File: config.mk
export PLATFORM = sky130hd
export DESIGN_NAME = tspk_top
export DESIGN_NICKNAME = d
export VERILOG_FILES = /design/src/rtl/tspk_pkg.sv /design/src/rtl/tspk_monthlen.sv /design/src/rtl/tspk_datapath.sv /design/src/rtl/tspk_ctrl.sv /design/src/rtl/tspk_top.sv
export SDC_FILE = /design/constraint.sdc
export NUM_CORES = 1
export LEC_CHECK = 0
export BUFFER_PORTS_ARGS = -buffer_cell sky130_fd_sc_hd__buf_2
export CAP_MARGIN = 20
export CORE_MARGIN = 2
export CORE_UTILIZATION = 28
export CTS_BUF_LIST = sky130_fd_sc_hd__clkbuf_4 sky130_fd_sc_hd__clkbuf_8 sky130_fd_sc_hd__clkbuf_16
export DETAILED_ROUTE_END_ITERATION = 12
export PLACE_DENSITY = 0.49
export SLEW_MARGIN = 40
export SYNTH_ARGS = -nofsm -noshare
export SYNTH_HDL_FRONTEND = slang
export SYNTH_HIERARCHICAL = 1
export SYNTH_SLANG_ARGS = --single-unit
File: constraint.sdc
create_clock -name clk -period 9.3 [get_ports clk]
set_input_delay 0.93 -clock clk [delete_from_list [all_inputs] [get_ports clk]]
set_output_delay 0.93 -clock clk [all_outputs]
set_load 0.03 [all_outputs]
File: src/rtl/tspk_pkg.sv
package tspk_pkg;

  localparam int NUM_CHARS = 20;
  localparam int IDX_W     = $clog2(NUM_CHARS);

  // positions the sequencer depends on
  localparam logic [IDX_W-1:0] SEP_POS  = IDX_W'(8);
  localparam logic [IDX_W-1:0] SIGN_POS = IDX_W'(15);
  localparam logic [IDX_W-1:0] LAST_POS = IDX_W'(NUM_CHARS - 1);

  localparam logic [7:0] CH_ZERO  = 8'h30;
  localparam logic [7:0] CH_NINE  = 8'h39;
  localparam logic [7:0] CH_SEP   = 8'h54;
  localparam logic [7:0] CH_PLUS  = 8'h2B;
  localparam logic [7:0] CH_MINUS = 8'h2D;

  typedef enum logic [2:0] {
    ST_IDLE, ST_CAPT, ST_MIN, ST_HR, ST_DAY, ST_MON, ST_YR
  } tspkState_t;

  typedef struct packed {
    logic             load;
    logic [IDX_W-1:0] idx;
    logic             stepMin;
    logic             stepHr;
    logic             stepDay;
    logic             stepMon;
    logic             stepYr;
  } tspkCtrl_t;

endpackage

File: src/rtl/tspk_monthlen.sv
module tspk_monthlen (
  input  logic [6:0] month,
  input  logic       leap,
  output logic [4:0] days
);
  always_comb begin
    case (month)
      7'd2:                     days = leap ? 5'd29 : 5'd28;
      7'd4, 7'd6, 7'd9, 7'd11:  days = 5'd30;
      default:                  days = 5'd31;
    endcase
  end
endmodule

File: src/rtl/tspk_datapath.sv
module tspk_datapath
  import tspk_pkg::*;
#(
  parameter int BASE_YEAR = 2000,
  parameter int YEAR_BITS = 6,
  localparam int OUT_W    = YEAR_BITS + 26
) (
  input  logic             clk,
  input  logic             rstN,
  input  tspkCtrl_t        ctrl,
  input  logic [7:0]       inByte,
  output logic [OUT_W-1:0] packedTime,
  output logic             offBad,
  output logic             yrInRange
);
  localparam logic [13:0] YR_LO = 14'(BASE_YEAR);
  localparam logic [13:0] YR_HI = 14'(BASE_YEAR + (1 << YEAR_BITS) - 1);

  logic [13:0] yrR;
  logic [6:0]  monR, dayR, hrR, minR, offHrR, offMinR;
  logic [5:0]  secR;
  logic        subR, carryR;

  logic [3:0]  digit;
  logic [6:0]  d7;
  assign digit = inByte[3:0];
  assign d7    = {3'd0, digit};

  // month lengths for the current and the preceding month
  logic       leap;
  logic [6:0] prevMon;
  logic [4:0] curDays, prevDays;
  assign leap    = (yrR[1:0] == 2'b00);
  assign prevMon = (monR == 7'd1) ? 7'd12 : monR - 7'd1;

  tspk_monthlen u_curLen  (.month(monR),    .leap(leap), .days(curDays));
  tspk_monthlen u_prevLen (.month(prevMon), .leap(leap), .days(prevDays));

  // per-step next values and ripple bits
  logic [6:0]  minNext, hrNext, dayNext, monNext, minTmp, hrTmp;
  logic        minCy, hrCy, dayCy, monCy;
  logic [13:0] yrNext;

  always_comb begin
    if (subR) begin
      minTmp  = offMinR;
      minCy   = (minR < offMinR);
      minNext = minCy ? (minR + 7'd60 - offMinR) : (minR - offMinR);
      hrTmp   = offHrR + {6'd0, carryR};
      hrCy    = (hrR < hrTmp);
      hrNext  = hrCy ? (hrR + 7'd24 - hrTmp) : (hrR - hrTmp);
    end else begin
      minTmp  = minR + offMinR;
      minCy   = (minTmp >= 7'd60);
      minNext = minCy ? (minTmp - 7'd60) : minTmp;
      hrTmp   = hrR + offHrR + {6'd0, carryR};
      hrCy    = (hrTmp >= 7'd24);
      hrNext  = hrCy ? (hrTmp - 7'd24) : hrTmp;
    end

    dayNext = dayR;
    dayCy   = 1'b0;
    monNext = monR;
    monCy   = 1'b0;
    yrNext  = yrR;
    if (carryR) begin
      if (subR) begin
        dayCy   = (dayR == 7'd1);
        dayNext = dayCy ? {2'd0, prevDays} : dayR - 7'd1;
        monCy   = (monR == 7'd1);
        monNext = monCy ? 7'd12 : monR - 7'd1;
        yrNext  = yrR - 14'd1;
      end else begin
        dayCy   = (dayR >= {2'd0, curDays});
        dayNext = dayCy ? 7'd1 : dayR + 7'd1;
        monCy   = (monR == 7'd12);
        monNext = monCy ? 7'd1 : monR + 7'd1;
        yrNext  = yrR + 14'd1;
      end
    end
  end

  assign yrInRange = (yrNext >= YR_LO) && (yrNext <= YR_HI);
  assign offBad    = (offHrR > 7'd23) || (offMinR > 7'd59);

  always_ff @(posedge clk) begin
    if (!rstN) begin
      yrR     <= YR_LO;
      monR    <= 7'd1;
      dayR    <= 7'd1;
      hrR     <= '0;
      minR    <= '0;
      secR    <= '0;
      offHrR  <= '0;
      offMinR <= '0;
      subR    <= 1'b0;
      carryR  <= 1'b0;
    end else if (ctrl.load) begin
      case (ctrl.idx)
        5'd0:             yrR     <= {10'd0, digit};
        5'd1, 5'd2, 5'd3: yrR     <= yrR * 14'd10 + {10'd0, digit};
        5'd4:             monR    <= d7;
        5'd5:             monR    <= monR * 7'd10 + d7;
        5'd6:             dayR    <= d7;
        5'd7:             dayR    <= dayR * 7'd10 + d7;
        5'd9:             hrR     <= d7;
        5'd10:            hrR     <= hrR * 7'd10 + d7;
        5'd11:            minR    <= d7;
        5'd12:            minR    <= minR * 7'd10 + d7;
        5'd13:            secR    <= {2'd0, digit};
        5'd14:            secR    <= secR * 6'd10 + {2'd0, digit};
        5'd15:            subR    <= (inByte == CH_PLUS);
        5'd16:            offHrR  <= d7;
        5'd17:            offHrR  <= offHrR * 7'd10 + d7;
        5'd18:            offMinR <= d7;
        5'd19:            offMinR <= offMinR * 7'd10 + d7;
        default: ;
      endcase
    end else if (ctrl.stepMin) begin
      minR   <= minNext;
      carryR <= minCy;
    end else if (ctrl.stepHr) begin
      hrR    <= hrNext;
      carryR <= hrCy;
    end else if (ctrl.stepDay) begin
      dayR   <= dayNext;
      carryR <= dayCy;
    end else if (ctrl.stepMon) begin
      monR   <= monNext;
      carryR <= monCy;
    end else if (ctrl.stepYr) begin
      yrR    <= yrNext;
      carryR <= 1'b0;
    end
  end

  assign packedTime = {YEAR_BITS'(yrR - YR_LO), monR[3:0], dayR[4:0],
                       hrR[4:0], minR[5:0], secR};

  // minute and hour steps leave legal clock values
  a_r3_min_range: assert property (@(posedge clk) disable iff (!rstN)
    ctrl.stepMin |=> (minR < 7'd60));
  a_r3_hr_range: assert property (@(posedge clk) disable iff (!rstN)
    ctrl.stepHr |=> (hrR < 7'd24));
  // day step lands on a day that exists
  a_r4_day_range: assert property (@(posedge clk) disable iff (!rstN)
    ctrl.stepDay |=> (dayR >= 7'd1 && dayR <= 7'd31));
  // month step lands inside the calendar
  a_r5_mon_range: assert property (@(posedge clk) disable iff (!rstN)
    ctrl.stepMon |=> (monR >= 7'd1 && monR <= 7'd12));
  // seconds never touched by the correction steps
  a_r12_sec_hold: assert property (@(posedge clk) disable iff (!rstN)
    (ctrl.stepMin || ctrl.stepHr || ctrl.stepDay || ctrl.stepMon || ctrl.stepYr)
      |=> $stable(secR));
endmodule

File: src/rtl/tspk_ctrl.sv
module tspk_ctrl
  import tspk_pkg::*;
(
  input  logic       clk,
  input  logic       rstN,
  input  logic [7:0] inByte,
  input  logic       inValid,
  input  logic       inStart,
  input  logic       offBad,
  input  logic       yrInRange,
  output tspkCtrl_t  ctrl,
  output logic       done,
  output logic       fmtError
);
  tspkState_t       stateR, stateNext;
  logic [IDX_W-1:0] cntR, cntNext;
  logic             doneR, errR, doneNext, errNext;
  logic             busy, take, charOk, isDigit;
  logic [IDX_W-1:0] idx;

  assign busy    = (stateR != ST_IDLE) && (stateR != ST_CAPT);
  assign take    = inValid && !busy && (inStart || stateR == ST_CAPT);
  assign idx     = inStart ? '0 : cntR;
  assign isDigit = (inByte >= CH_ZERO) && (inByte <= CH_NINE);

  always_comb begin
    if (idx == SEP_POS)       charOk = (inByte == CH_SEP);
    else if (idx == SIGN_POS) charOk = (inByte == CH_PLUS) || (inByte == CH_MINUS);
    else                      charOk = isDigit;
  end

  always_comb begin
    stateNext = stateR;
    cntNext   = cntR;
    doneNext  = 1'b0;
    errNext   = 1'b0;
    case (stateR)
      ST_IDLE, ST_CAPT: begin
        if (take) begin
          if (!charOk) begin
            errNext   = 1'b1;
            stateNext = ST_IDLE;
          end else if (idx == LAST_POS) begin
            stateNext = ST_MIN;
          end else begin
            stateNext = ST_CAPT;
            cntNext   = idx + IDX_W'(1);
          end
        end
      end
      ST_MIN: begin
        if (offBad) begin
          errNext   = 1'b1;
          stateNext = ST_IDLE;
        end else begin
          stateNext = ST_HR;
        end
      end
      ST_HR:  stateNext = ST_DAY;
      ST_DAY: stateNext = ST_MON;
      ST_MON: stateNext = ST_YR;
      ST_YR: begin
        doneNext  = yrInRange;
        errNext   = !yrInRange;
        stateNext = ST_IDLE;
      end
      default: stateNext = ST_IDLE;
    endcase
  end

  always_ff @(posedge clk) begin
    if (!rstN) begin
      stateR <= ST_IDLE;
      cntR   <= '0;
      doneR  <= 1'b0;
      errR   <= 1'b0;
    end else begin
      stateR <= stateNext;
      cntR   <= cntNext;
      doneR  <= doneNext;
      errR   <= errNext;
    end
  end

  always_comb begin
    ctrl.load    = take;
    ctrl.idx     = idx;
    ctrl.stepMin = (stateR == ST_MIN) && !offBad;
    ctrl.stepHr  = (stateR == ST_HR);
    ctrl.stepDay = (stateR == ST_DAY);
    ctrl.stepMon = (stateR == ST_MON);
    ctrl.stepYr  = (stateR == ST_YR);
  end

  assign done     = doneR;
  assign fmtError = errR;

  // done is a single-cycle pulse
  a_r6_done_pulse: assert property (@(posedge clk) disable iff (!rstN)
    done |=> !done);
  // the year step always ends the conversion with exactly one outcome
  a_r6_finish: assert property (@(posedge clk) disable iff (!rstN)
    ctrl.stepYr |=> (done ^ fmtError));
  // at most one correction step per cycle
  a_r6_one_step: assert property (@(posedge clk) disable iff (!rstN)
    $onehot0({ctrl.stepMin, ctrl.stepHr, ctrl.stepDay, ctrl.stepMon, ctrl.stepYr}));
  // a rejection never coincides with completion
  a_r7_exclusive: assert property (@(posedge clk) disable iff (!rstN)
    !(done && fmtError));
  // a bad offset never starts the step sequence
  a_r8_no_step: assert property (@(posedge clk) disable iff (!rstN)
    (stateR == ST_MIN && offBad) |=> !ctrl.stepHr);
endmodule

File: src/rtl/tspk_top.sv
module tspk_top
  import tspk_pkg::*;
#(
  parameter int BASE_YEAR = 2000,
  parameter int YEAR_BITS = 6,
  localparam int OUT_W    = YEAR_BITS + 26
) (
  input  logic             clk,
  input  logic             rstN,
  input  logic [7:0]       inByte,
  input  logic             inValid,
  input  logic             inStart,
  output logic [OUT_W-1:0] packedTime,
  output logic             done,
  output logic             fmtError
);
  tspkCtrl_t ctrl;
  logic      offBad, yrInRange;

  tspk_ctrl u_ctrl (
    .clk(clk), .rstN(rstN), .inByte(inByte), .inValid(inValid),
    .inStart(inStart), .offBad(offBad), .yrInRange(yrInRange),
    .ctrl(ctrl), .done(done), .fmtError(fmtError)
  );

  tspk_datapath #(.BASE_YEAR(BASE_YEAR), .YEAR_BITS(YEAR_BITS)) u_dp (
    .clk(clk), .rstN(rstN), .ctrl(ctrl), .inByte(inByte),
    .packedTime(packedTime), .offBad(offBad), .yrInRange(yrInRange)
  );
endmodule

[Yosys cells after proc, flatten, opt, wreduce, memory -nomap -nowiden]
Index checks and enable logic that the tools add are counted.
Cells by class
  add/sub/neg operators: 28
  multiply operators: 8
  magnitude comparators: 11
  equal/unequal tests: 52
  muxes and demuxes: 70
  bitwise logic cells: 2
  reduce and logical (&&, ||, !) cells: 42
Operators with widths (count)
  $mux W7: 28
  $mux W14: 8
  $pmux W7 S2: 6
  $add A7 B4 Y7: 6
  $mul A7 B3 Y6 const B: 6
  $eq A5 B4 Y1 const B: 8
  $eq A7 B4 Y1 const B: 5
  $eq A7 B3 Y1 const B: 4
  $pmux W14 S2: 1
  $sub A7 B7 Y7: 4
  $eq A5 B3 Y1 const B: 4
  $eq A5 B5 Y1 const B: 4
  $pmux W5 S2: 2
  $ne A3 B1 Y1 const B: 6
  $reduce_bool A2 Y1: 9
  $mux W1: 17
  $eq A8 B6 Y1 const B: 2
  $pmux W3 S5: 1
  $add A14 B1 Y14 const B: 1
  $add A14 B4 Y14: 1
  $add A7 B1 Y7: 2
  $add A7 B1 Y7 const B: 2
  $add A7 B7 Y7: 2
  $eq A7 B1 Y1 const B: 2
  51 further kinds: 82
Storage, ports and cells
  flip-flop bits (word level): 74
  input port bits: 12
  output and inout port bits: 34
  word-level logic and storage cells: 227

[Depth between registers and ports, before layout]
Gate-level depths: netlist of the first run.
  depth in word-level cells: 12
  depth in mapped cells: 16
  gate-level depth less buffers: 14

[Modules after synthesis]
The synthesis of the first run kept the hierarchy.
By module, submodules not included
  tspk_datapath: times used 1, cells an instance 1219, area each 9512.9 um2
  tspk_ctrl: times used 1, cells an instance 102, area each 770.7 um2
  tspk_monthlen: times used 2, cells an instance 12, area each 77.6 um2

[Worst setup path after synthesis of the first run]
No wires, ideal clock.
  path type: reg2reg
  start: reg u_dp.subR
  end: reg u_ctrl.errR (netlist: u_ctrl/fmtError)
  library setup time: 0.116 ns
  data arrival time: 3.843 ns
  required time: 9.184 ns
  path slack: 5.341 ns
  cell stages (with the launch flop): 17
  period minus slack after synthesis: 3.959 ns
  cell sequence: dfxtp_1 > clkbuf_1 > clkinv_1 > clkbuf_1 > fa_1 > nor2b_1 > o31a_1 > a211oi_1 > a21oi_1 > nand4_1 > a311o_1 > or4_1 > a211oi_2 > nand2_1 > o21ai_0 > o22ai_1 > and4_1
Between the ends
  longest elaborated chain between the ends: 6
  elaborated cells on any way between the ends: 7
  classes of those cells: order compare: 2; mux: 3; reduce/logical: 2
Ends and longest elaborated chain
  from (decl): RTL line tspk_datapath.sv:22  | logic subR, carryR;
  from (signal assigned): RTL line tspk_datapath.sv:112  | 5'd15: subR <= (inByte == CH_PLUS);
  $mux W14 (*): RTL line tspk_datapath.sv:67  | if (subR) begin
  $mux W14 (*): RTL line tspk_datapath.sv:66  | if (carryR) begin
  $ge A14 B11 Y1 or $le A14 B12 Y1 (tied branches): RTL line tspk_datapath.sv:83  | assign yrInRange = (yrNext >= YR_LO) && (yrNext <= YR_HI);
  $logic_and A1 B1 Y1 (*): RTL line tspk_datapath.sv:83
  net yrInRange: RTL line tspk_top.sv:18  | logic offBad, yrInRange;
  $logic_not A1 Y1 (*): RTL line tspk_ctrl.sv:64  | errNext = !yrInRange;
  $pmux W1 S3 (*): RTL line tspk_ctrl.sv:37  | case (stateR)
  to (signal assigned): RTL line tspk_ctrl.sv:81  | errR <= errNext;
  to (decl): RTL line tspk_ctrl.sv:17  | logic doneR, errR, doneNext, errNext;
Mark *: on every way through the listed nets, which the timed path passes. The rest lies on a longest branch.
A chain may end at the register's enable or synchronous reset.

[Worst setup path in the final report of the first run]
Ends and elaborated chain as after synthesis.

==> summary.txt, run 1 <==
Mapped Area = 10440 µm²
total power = 0.8608 mW
count leader, synth = ha_1
CP Data Required Time = 9540 ps
Internal Pwr Total = 0.6024 mW
RSZ-0062 raised after global routing = false
Worst R2R Setup Slack = 5070 ps
TritonRoute pass-1 iters = 5
CTS Sinks = 74
largest net degree at the start of global routing = 70
overall die height = 197.1 µm
Die X = 197.1 µm
crit share post-route = 45.43%
Synth Area in XOR/XNOR = 9.517%
postcts setup bufs = 0
Fmax achieved = 236.7 MHz
post-synthesis sequential area ratio = 14.19%
Residual DRC = 0
P_leak = 4.671 nW
row count = 70
initial antenna violation count = 0
core area = 36700 µm²
Clock Latency Late Sink = 350 ps
end of the worst hold path = u_ctrl/cntR[1]
CTS H-tree depth = 3
DR WL/cell = 16.69 µm
DR vias/cell = 5.236
top cells by count, synth = 141 x ha_1, 130 x nor2_1, 106 x inv_1
Async SR Flop Fraction = 0%
Final ANT Viol Nets = 0
number of gates resized after CTS = 0
clk root buf = clkbuf_16
Sw Share = 30.02%
hold path depth = 2
CP Cell Sequence = clkinv_1 -> fa_1 -> nor2b_1 -> o31a_1 -> o31a_1 -> o21ai_0 -> a211oi_1 -> o211ai_1 -> or4_1 -> a211oi_2 -> nand2_1 -> o21ai_0 -> o22ai_1 -> and4_1
total number of vias = 9430
Worst Setup End Kind = register
simple-gate share of the synthesized area = 20.64%
fin worst setup slack = 5075 ps
sequential share of power = 38.1%
Boundary Pins = 46
Yosys reg bits = 74
RR Endpoint = u_ctrl/fmtError
P per Cell Area = 76.95 nW/µm²
Slew @ Worst Pin = 822.8 ps
DP Worst Slack = 4811 ps
Worst setup SP type = register
crit path buf inv count = 1
max cap viols = 0
Fill cells = 3958
CTS tree = built
Ys Warns = 6
Sw Pwr = 0.2584 mW
Final Max Tran Viols = 0
Critical Path AT = 4470 ps
number of global-route vias before repair = 9234
Area contributors post-synth = ha_1 17%, dfxtp_1 14%, xnor2_1 6.5%
min Tclk post-route = 4225 ps
critical path type = reg2reg
GRT Total Usage = 15.79%
cts bufs inserted = 9
hold_buf cts = 0
Die ar. = 38840 µm²
Synth Instances = 1345
post-synthesis mux area share = 2.613%
Final Hold Fails = 0
Comb power frac = 19.2%
layout cell share with drive strength beyond 1 = 8.102%
status = finished clean
clock power share = 42.7%
crit-path max cell delay = 670 ps
Hold Crit Class = reg2reg
Clock Skews = 8.886 ps
CP Max Fanout = 17
Slew HR = 44.57%
R2R cell count = 14
clk buf depth = 2
setup violators final = 0
Crit path max-delay family = compound AO/OA/AOI/OAI gates
Adder-Cell Fraction of Synth Area = 22.08%
Worst Hold Launch = u_ctrl/cntR[1]
area grow syn2layout = 7.155%
Final nets = 1508
diode count = 0
Compound-Gate Fraction of Synth Area = 22.33%
Worst path slowest cell = fa_1
worst vdd ir = 0.00005640 V
largest family of logic cells by synthesized area = compound AO/OA/AOI/OAI gates
HPWL after DPL = 22.78 mm
total grt overflow = 0
Initial Util = 28.45%
CTS clk-pin slew, worst paths = 60 ps
Synth Area per Inst = 7.761 µm²
number of enable flip-flop cells after synthesis = 0
Initial DRC Count = 625
R2R Path Start = u_dp/subR
Port Buffers = 45
post-layout util = 30.48%
Placer Congestion = 0.8119
ys flop type = dfxtp_1
area share of the largest cell type after synthesis = 16.90%
Distinct cells, synth = 97
setup_tns = 0 ps
routed wire length = 30.05 mm
Yosys top cell by area = ha_1
global-route wire length before repair = 49.54 mm
## layout make-up
cell class / instances / area [µm²] / share of cell area [%]
well taps: 468 / 585.6 / 5.235
clock inverters: 5 / 53.80 / 0.4810
inverters: 114 / 429.2 / 3.837
flip-flops and latches: 74 / 1483 / 13.26
clock buffers: 11 / 246.5 / 2.204
repair buffers: 52 / 277.8 / 2.483
multi-input cells: 1077 / 8110 / 72.51
## metrics by stage
step	area, µm²	hold WS, ps	instances
global route	11190	504.1	1801
global placement	10860	482.2	1785
CTS	11180	493.4	1801
floorplan	10450	464.0	1349
detailed placement	10880	484.5	1785
finish	11190	491.8	1801
## placed cells by master, fill, tap and decap left out, types with 6 or more instances in the layout
cell type	count
ha_1	141
nor2_1	130
inv_1	105
nand2_1	87
xnor2_1	77
a21oi_1	76
dfxtp_1	73
o21ai_0	62
buf_2	45
nand3_1	43
xor2_1	32
nor3_1	29
nor2b_1	28
fa_1	27
mux2i_1	25
a211oi_1	24
a21o_1	20
nand4_1	16
o211ai_1	16
nand2b_1	15
o21a_1	12
o21ai_1	12
nor3b_1	10
clkbuf_16	9
and3_1	9
a31oi_1	9
a32oi_1	8
buf_4	7
o2111ai_1	7
o221ai_1	7
a221oi_1	7
or2_2	6
o31ai_1	6
a22oi_1	6
conb_1	6
## cells by family after synthesis
family,Yosys count
other,2
flip-flops,74
XOR/XNOR,111
AO/OA/AOI/OAI,340
AND/OR/NAND/NOR,425
buffers and inverters,198
adder cells (fa/ha/maj),168
multiplexers,27
## tightest hold or removal path, cell delays in order, from the launching register on
cell and delay, ps:
dfxtp_1 330, nand2_1 60, a21oi_1 50
## power by group through the flow
stage	logic [mW]	registers (mW)	clock network, mW
after floorplan	0.126	0.332	0
after global placement	0.163	0.335	0
after detailed placement	0.163	0.335	0
after CTS	0.165	0.328	0.381
after global routing	0.185	0.328	0.390
final	0.165	0.328	0.368
## routing by layer
layer | vias to the layer above | GRT usage [%] | routed length (µm)
met5 | - | 0 | 0
met4 | 0 | 3.425 | 428
met3 | 26 | 1.639 | 752
met2 | 154 | 25.98 | 13780
met1 | 4499 | 22.25 | 15090
li1 | 4751 | - | -
## flip-flops by register name (all words and copies together) (netlist names), 6 cells and up
signal	cells
u_dp/yrR	14
u_dp/secR	6
u_dp/monR	7
u_dp/offHrR	7
u_dp/minR	7
u_dp/hrR	7
u_dp/dayR	7
u_dp/offMinR	7
## worst max-delay path by stage
stage | cells past startpoint | end | start | slack (ps)
after global placement | 11 | u_dp/yrR[13] | inByte[2] | 4880
after CTS | 14 | u_ctrl/fmtError | u_dp/subR | 5060
after detailed placement | 11 | u_dp/yrR[13] | inByte[2] | 4810
final | 14 | u_ctrl/fmtError | u_dp/subR | 5070
after global routing | 14 | u_ctrl/fmtError | u_dp/subR | 4750
after floorplan | 16 | u_ctrl/fmtError | u_dp/subR | 5340
Note: power is estimated with default switching activity, not from simulation.
==> run 2: changes to the inputs <==
Clock period 9.3 ns to 4.4 ns, I/O delays scaled along.
==> run 2 against run 1 <==
Clock-buffer cell count rose by 1. Sequential power is 110% higher. Via count is essentially flat. Core utilization is 0.42 points higher. Clock skew decreased by 0.73 ps. Final area grew 1.4%. Highest routed layer unchanged.
==> summary.txt, run 2 (synthesis results as in run 1) <==
Slew HR = 44.36%
Die ar. = 38840 µm²
Final Hold Fails = 0
largest net degree at the start of global routing = 35
global-route wire length before repair = 50.29 mm
Initial Util = 28.45%
hold path depth = 3
crit share post-route = 87.26%
row count = 70
setup_tns = 0 ps
initial antenna violation count = 0
cts bufs inserted = 9
clk root buf = clkbuf_16
CTS clk-pin slew, worst paths = 60 ps
Port Buffers = 45
HPWL after DPL = 23.65 mm
Fmax achieved = 260.4 MHz
Final Max Tran Viols = 0
number of gates resized after CTS = 0
min Tclk post-route = 3840 ps
GRT Max-Usage Layer = met2
R2R Path Start = u_dp/subR
Comb power frac = 18.2%
routed wire length = 31.05 mm
Hold Crit Class = in2reg
layout cell share with drive strength beyond 1 = 8.970%
postcts setup bufs = 0
R2R cell count = 13
area occupied by multi-input gates = 8088 µm²
Slew @ Worst Pin = 834.6 ps
Internal Pwr Total = 1.411 mW
diode count = 0
Fill cells = 3889
setup violators final = 0
status = finished clean
Inst Count DP = 1801
fin worst setup slack = 560.4 ps
DR WL/cell = 17.09 µm
Initial DRC Count = 555
CTS H-tree depth = 3
clk buf depth = 2
CTS tree = built
sequential cell area = 1483 µm²
Post-Layout Cell Count = 1817
Sw Share = 28.48%
area grow syn2layout = 8.642%
grt met1 use = 23.12%
Worst Hold Launch = inByte[0]
Clock Latency Late Sink = 350 ps
Critical Path AT = 4080 ps
CTS Sinks = 74
DP Worst Slack = 593.0 ps
Final ANT Viol Nets = 0
overall die height = 197.1 µm
Clock Skews = 8.152 ps
commonest non-fill, non-tap cell in the layout = ha_1
hold_buf cts = 0
total number of vias = 9425
Worst R2R Setup Slack = 560 ps
Final nets = 1524
Worst setup SP type = register
RSZ-0062 raised after global routing = false
DR vias/cell = 5.187
sequential share of power = 35.1%
total grt overflow = 0
worst vdd ir = 0.0001746 V
Post-DP Area = 10980 µm²
Worst Setup End Kind = register
Boundary Pins = 46
core area = 36700 µm²
final standard cell area without fillers = 11340 µm²
TritonRoute pass-1 iters = 5
routing usage on met2 = 26.00%
max cap viols = 0
P per Cell Area = 174.0 nW/µm²
number of global-route vias before repair = 9244
Largest Register = u_dp/yrR
Residual DRC = 0
GRT Total Usage = 16.08%
critical path type = reg2reg
Die X = 197.1 µm
Placer Congestion = 0.8405
RR Endpoint = u_ctrl/fmtError
total power = 1.973 mW
CP Max Fanout = 18
most frequent cells in the layout = 141 x ha_1, 130 x nor2_1, 105 x inv_1, 87 x nand2_1, 77 x xnor2_1
Sw Pwr = 0.5620 mW
max reg flops = 14
clock power share = 46.7%
end of the worst hold path = u_dp/offMinR[0]
met3 GRT Util = 1.622%
P_leak = 4.757 nW
CP Data Required Time = 4640 ps
[run 2: cell count changes in the layout (fill, tap and decap cells not counted)]
| cell | change |
|---|---|
| clkinv_2 | -3 |
| buf_4 | +16 |
| nor2b_2 | -1 |
| o41ai_4 | -1 |
| o41ai_1 | +1 |
| a32o_1 | +1 |
| a32o_2 | -1 |
| clkinv_4 | -1 |
| nor2b_1 | +1 |
| clkinvlp_4 | +1 |
| bufinv_16 | +2 |
| clkbuf_8 | +1 |
[run 2: worst max path at each step]
stage	slack (ps)	endpoint	startpoint	depth (start not counted)
floorplan	440	u_ctrl/fmtError	u_dp/subR	16
global route	220	u_ctrl/fmtError	u_dp/subR	13
global placement	690	u_ctrl/fmtError	u_dp/subR	14
detailed placement	590	u_ctrl/fmtError	u_dp/subR	13
finish	560	u_ctrl/fmtError	u_dp/subR	13
CTS	580	u_ctrl/fmtError	u_dp/subR	13
[run 2: power groups by stage]
stage	Sequential (mW)	Combinational [mW]	Clock, mW
6_report	0.692	0.359	0.921
2_1_floorplan	0.702	0.267	0
5_1_grt	0.694	0.399	0.961
4_1_cts	0.692	0.358	0.931
3_3_place_gp	0.708	0.357	0
3_5_place_dp	0.708	0.355	0
[run 2: area by class of cell]
class | instances | share of cell area, %
clock buffer | 12 | 2.295
inverter | 114 | 3.784
tap | 468 | 5.163
multi-input combinational | 1077 | 71.31
clock inverter | 4 | 0.8605
sequential | 74 | 13.07
timing repair buffer | 68 | 3.508
[run 2: per-stage QoR]
stage | hold slack, ps | utilization [%]
2_1_floorplan | 464.0 | -
3_3_place_gp | 483.6 | 29.93
3_5_place_dp | 489.0 | 29.93
4_1_cts | 453.9 | 30.90
5_1_grt | 482.0 | 30.90
6_report | 470.4 | 30.90
[run 2: worst max-delay path, stage by stage, from the launching register on]
cell	delay, ps
dfxtp_2	580
ha_1	370
a21o_1	190
a21oi_2	200
a31o_2	260
a211oi_1	110
or2_1	260
a221o_1	400
or4_1	530
a211oi_2	350
nand2_1	90
o21ai_0	90
o22ai_1	100
and4_1	200
[run 2: layer usage]
metal | vias up | part of all wire, %
met2 | 152 | 45
met5 | - | 0
met1 | 4482 | 51
met4 | 0 | 1.3
li1 | 4771 | -
met3 | 20 | 3.0
==> run 3: changes to the inputs <==
Settings changed: ABC_AREA set to 1, PLACE_DENSITY 0.49 to 0.48, RECOVER_POWER set to 50.
==> run 3 against run 2 <==
Fmax grew 6.8%. Worst setup slack improved by 250 ps. Sequential share of layout area shrank 0.64 points. Sequential power rose by 3.0%. Critical path type unchanged. Largest power group unchanged.
==> summary.txt, run 3 <==
post-synthesis sequential area ratio = 13.33%
hold_buf cts = 0
number of global-route vias before repair = 10295
Final Hold Fails = 0
Critical Path AT = 3820 ps
setup violators final = 0
R2R cell count = 17
Area contributors post-synth = ha_1 16%, dfxtp_1 13%, nand2_1 13%
global-route wire length before repair = 53.99 mm
Final nets = 1907
Placer Congestion = 0.8597
CTS tree = built
initial antenna violation count = 0
Worst Setup End Kind = register
clk root buf = clkbuf_16
layout cell share with drive strength beyond 1 = 7.395%
Final ANT Viol Nets = 0
Synth Instances = 1717
cts bufs inserted = 9
number of enable flip-flop cells after synthesis = 0
Boundary Pins = 46
routed wire length = 33.00 mm
min Tclk post-route = 3594 ps
Fill cells = 4411
CP Max Fanout = 20
Slew HR = 15.27%
largest net degree at the start of global routing = 48
Fmax achieved = 278.2 MHz
Mapped Area = 11110 µm²
Initial DRC Count = 620
Die X = 203.2 µm
area grow syn2layout = 7.241%
postcts setup bufs = 0
DR vias/cell = 4.797
Final Max Tran Viols = 0
Clock Latency Late Sink = 350 ps
Slew @ Worst Pin = 1271 ps
crit share post-route = 81.69%
GRT Total Usage = 16.18%
P_leak = 5.700 nW
CTS Sinks = 74
diode count = 0
Largest Register = u_dp/yrR
Clock Skews = 8.011 ps
ys flop type = dfxtp_1
Die ar. = 41290 µm²
Yosys top cell by area = ha_1
clk buf depth = 2
top cells by count, synth = 386 x nand2_1, 269 x inv_1, 141 x ha_1
max reg flops = 14
Hold Crit Class = in2reg
total grt overflow = 0
row count = 72
hold path depth = 3
Async SR Flop Fraction = 0%
CTS clk-pin slew, worst paths = 60 ps
Ys Warns = 6
Post-Layout Cell Count = 2249
Port Buffers = 45
most frequent cells in the layout = 387 x nand2_1, 268 x inv_1, 141 x ha_1, 124 x nor2_1, 119 x nand3_1
area share of the largest cell type after synthesis = 15.88%
number of gates resized after CTS = 0
TritonRoute pass-1 iters = 5
status = finished clean
DR WL/cell = 14.67 µm
total number of vias = 10788
overall die height = 203.2 µm
max cap viols = 0
Distinct cells, synth = 62
Initial Util = 28.55%
HPWL after DPL = 25.83 mm
Yosys reg bits = 74
core area = 38920 µm²
commonest non-fill, non-tap cell in the layout = nand2_1
worst vdd ir = 0.0001681 V
critical path type = reg2reg
RSZ-0062 raised after global routing = false
CTS H-tree depth = 3
Inst Count DP = 2233
P per Cell Area = 164.9 nW/µm²
count leader, synth = nand2_1
setup_tns = 0 ps
CP Data Required Time = 4630 ps
Synth Area per Inst = 6.471 µm²
Residual DRC = 0
Worst setup SP type = register
==> run 3: cell types whose count changed after synthesis, sizes merged, moves of 16 or more <==
cell | before | now
inv | 109 | 288
xnor2 | 78 | 45
nor3 | 30 | 14
a21o | 20 | 2
o21ai | 74 | 115
nand2 | 87 | 401
clkbuf | 46 | 11
mux2i | 25 | 0
nand4 | 17 | 34
a21oi | 77 | 105
nand3 | 43 | 127
a211oi | 25 | 8
nor2b | 31 | 0
==> run 3: final timing paths <==
| check | startpoint | endpoint | slack [ps] |
|---|---|---|---|
| max | u_dp/carryR | u_dp/hrR[4] | 810 |
| min | inByte[0] | u_dp/offMinR[0] | 460 |
| max reg2reg | u_dp/carryR | u_dp/hrR[4] | 810 |
| min reg2reg | u_dp/carryR | u_dp/carryR | 490 |
==> run 3: cell type report <==
cell class              instances  area [µm²]  area share, %
multi-input cells            1294        8124          68.18
well taps                     518       648.1          5.439
repair buffers                 58       276.5          2.321
clock inverters                 5       55.05         0.4620
flip-flops and latches         74        1481          12.43
clock buffers                  10       239.0          2.006
inverters                     290        1091          9.157
==> run 3: report_power, final <==
group | internal [mW] | switching [mW]
Sequential | 0.683 | 0.0297
Clock | 0.450 | 0.325
Combinational | 0.158 | 0.318
Total | 1.29 | 0.673
==> run 3: per-stage QoR <==
step                instance area (µm²)  hold WS [ps]  util, %  setup WS, ps  power, mW
finish                            11920         463.7    30.62         805.7      1.965
global route                      11920         485.4    30.62         555.7      2.086
CTS                               11980         449.6    30.79         841.8      1.994
detailed placement                11690         482.5    30.03         862.2      1.207
global placement                  11680         481.2    30.01         901.1      1.204
floorplan                         11130         458.5        -          1569      1.087
==> run 3: critical path, cell delays in order (launching register included) <==
cell      delay, ps
dfxtp_1         360
buf_4           270
clkinv_1        440
fa_1            570
fa_1            420
inv_1           110
nand3_1          90
nand2_1          80
nand2_1          40
nand2_1          70
inv_1            60
ha_1            200
nor2_1          140
nand3_1         180
nand2_1         100
o21ai_0          70
o21ai_0         170
a21oi_1          90
==> run 3: kinds of logic (layout without fill, tap and decap cells) <==
family                   count (synthesis)  in the layout  share of synthesized area [%]
buffers and inverters                  353            363                          13.50
other                                    2              6                        0.06759
AND/OR/NAND/NOR                        743            743                          30.81
AO/OA/AOI/OAI                          295            295                          15.08
XOR/XNOR                                82             82                          6.464
flip-flops                              74             74                          13.33
adder cells (fa/ha/maj)                168            168                          20.74
==> run 3: metal layers <==
layer / share of wire, % / vias to the layer above / global-route usage (%)
met1: 49 / 5004 / 22.27
met5: 0 / - / 0
li1: - / 5569 / -
met2: 46 / 191 / 27.43
met4: 1.1 / 0 / 2.789
met3: 3.6 / 24 / 1.902
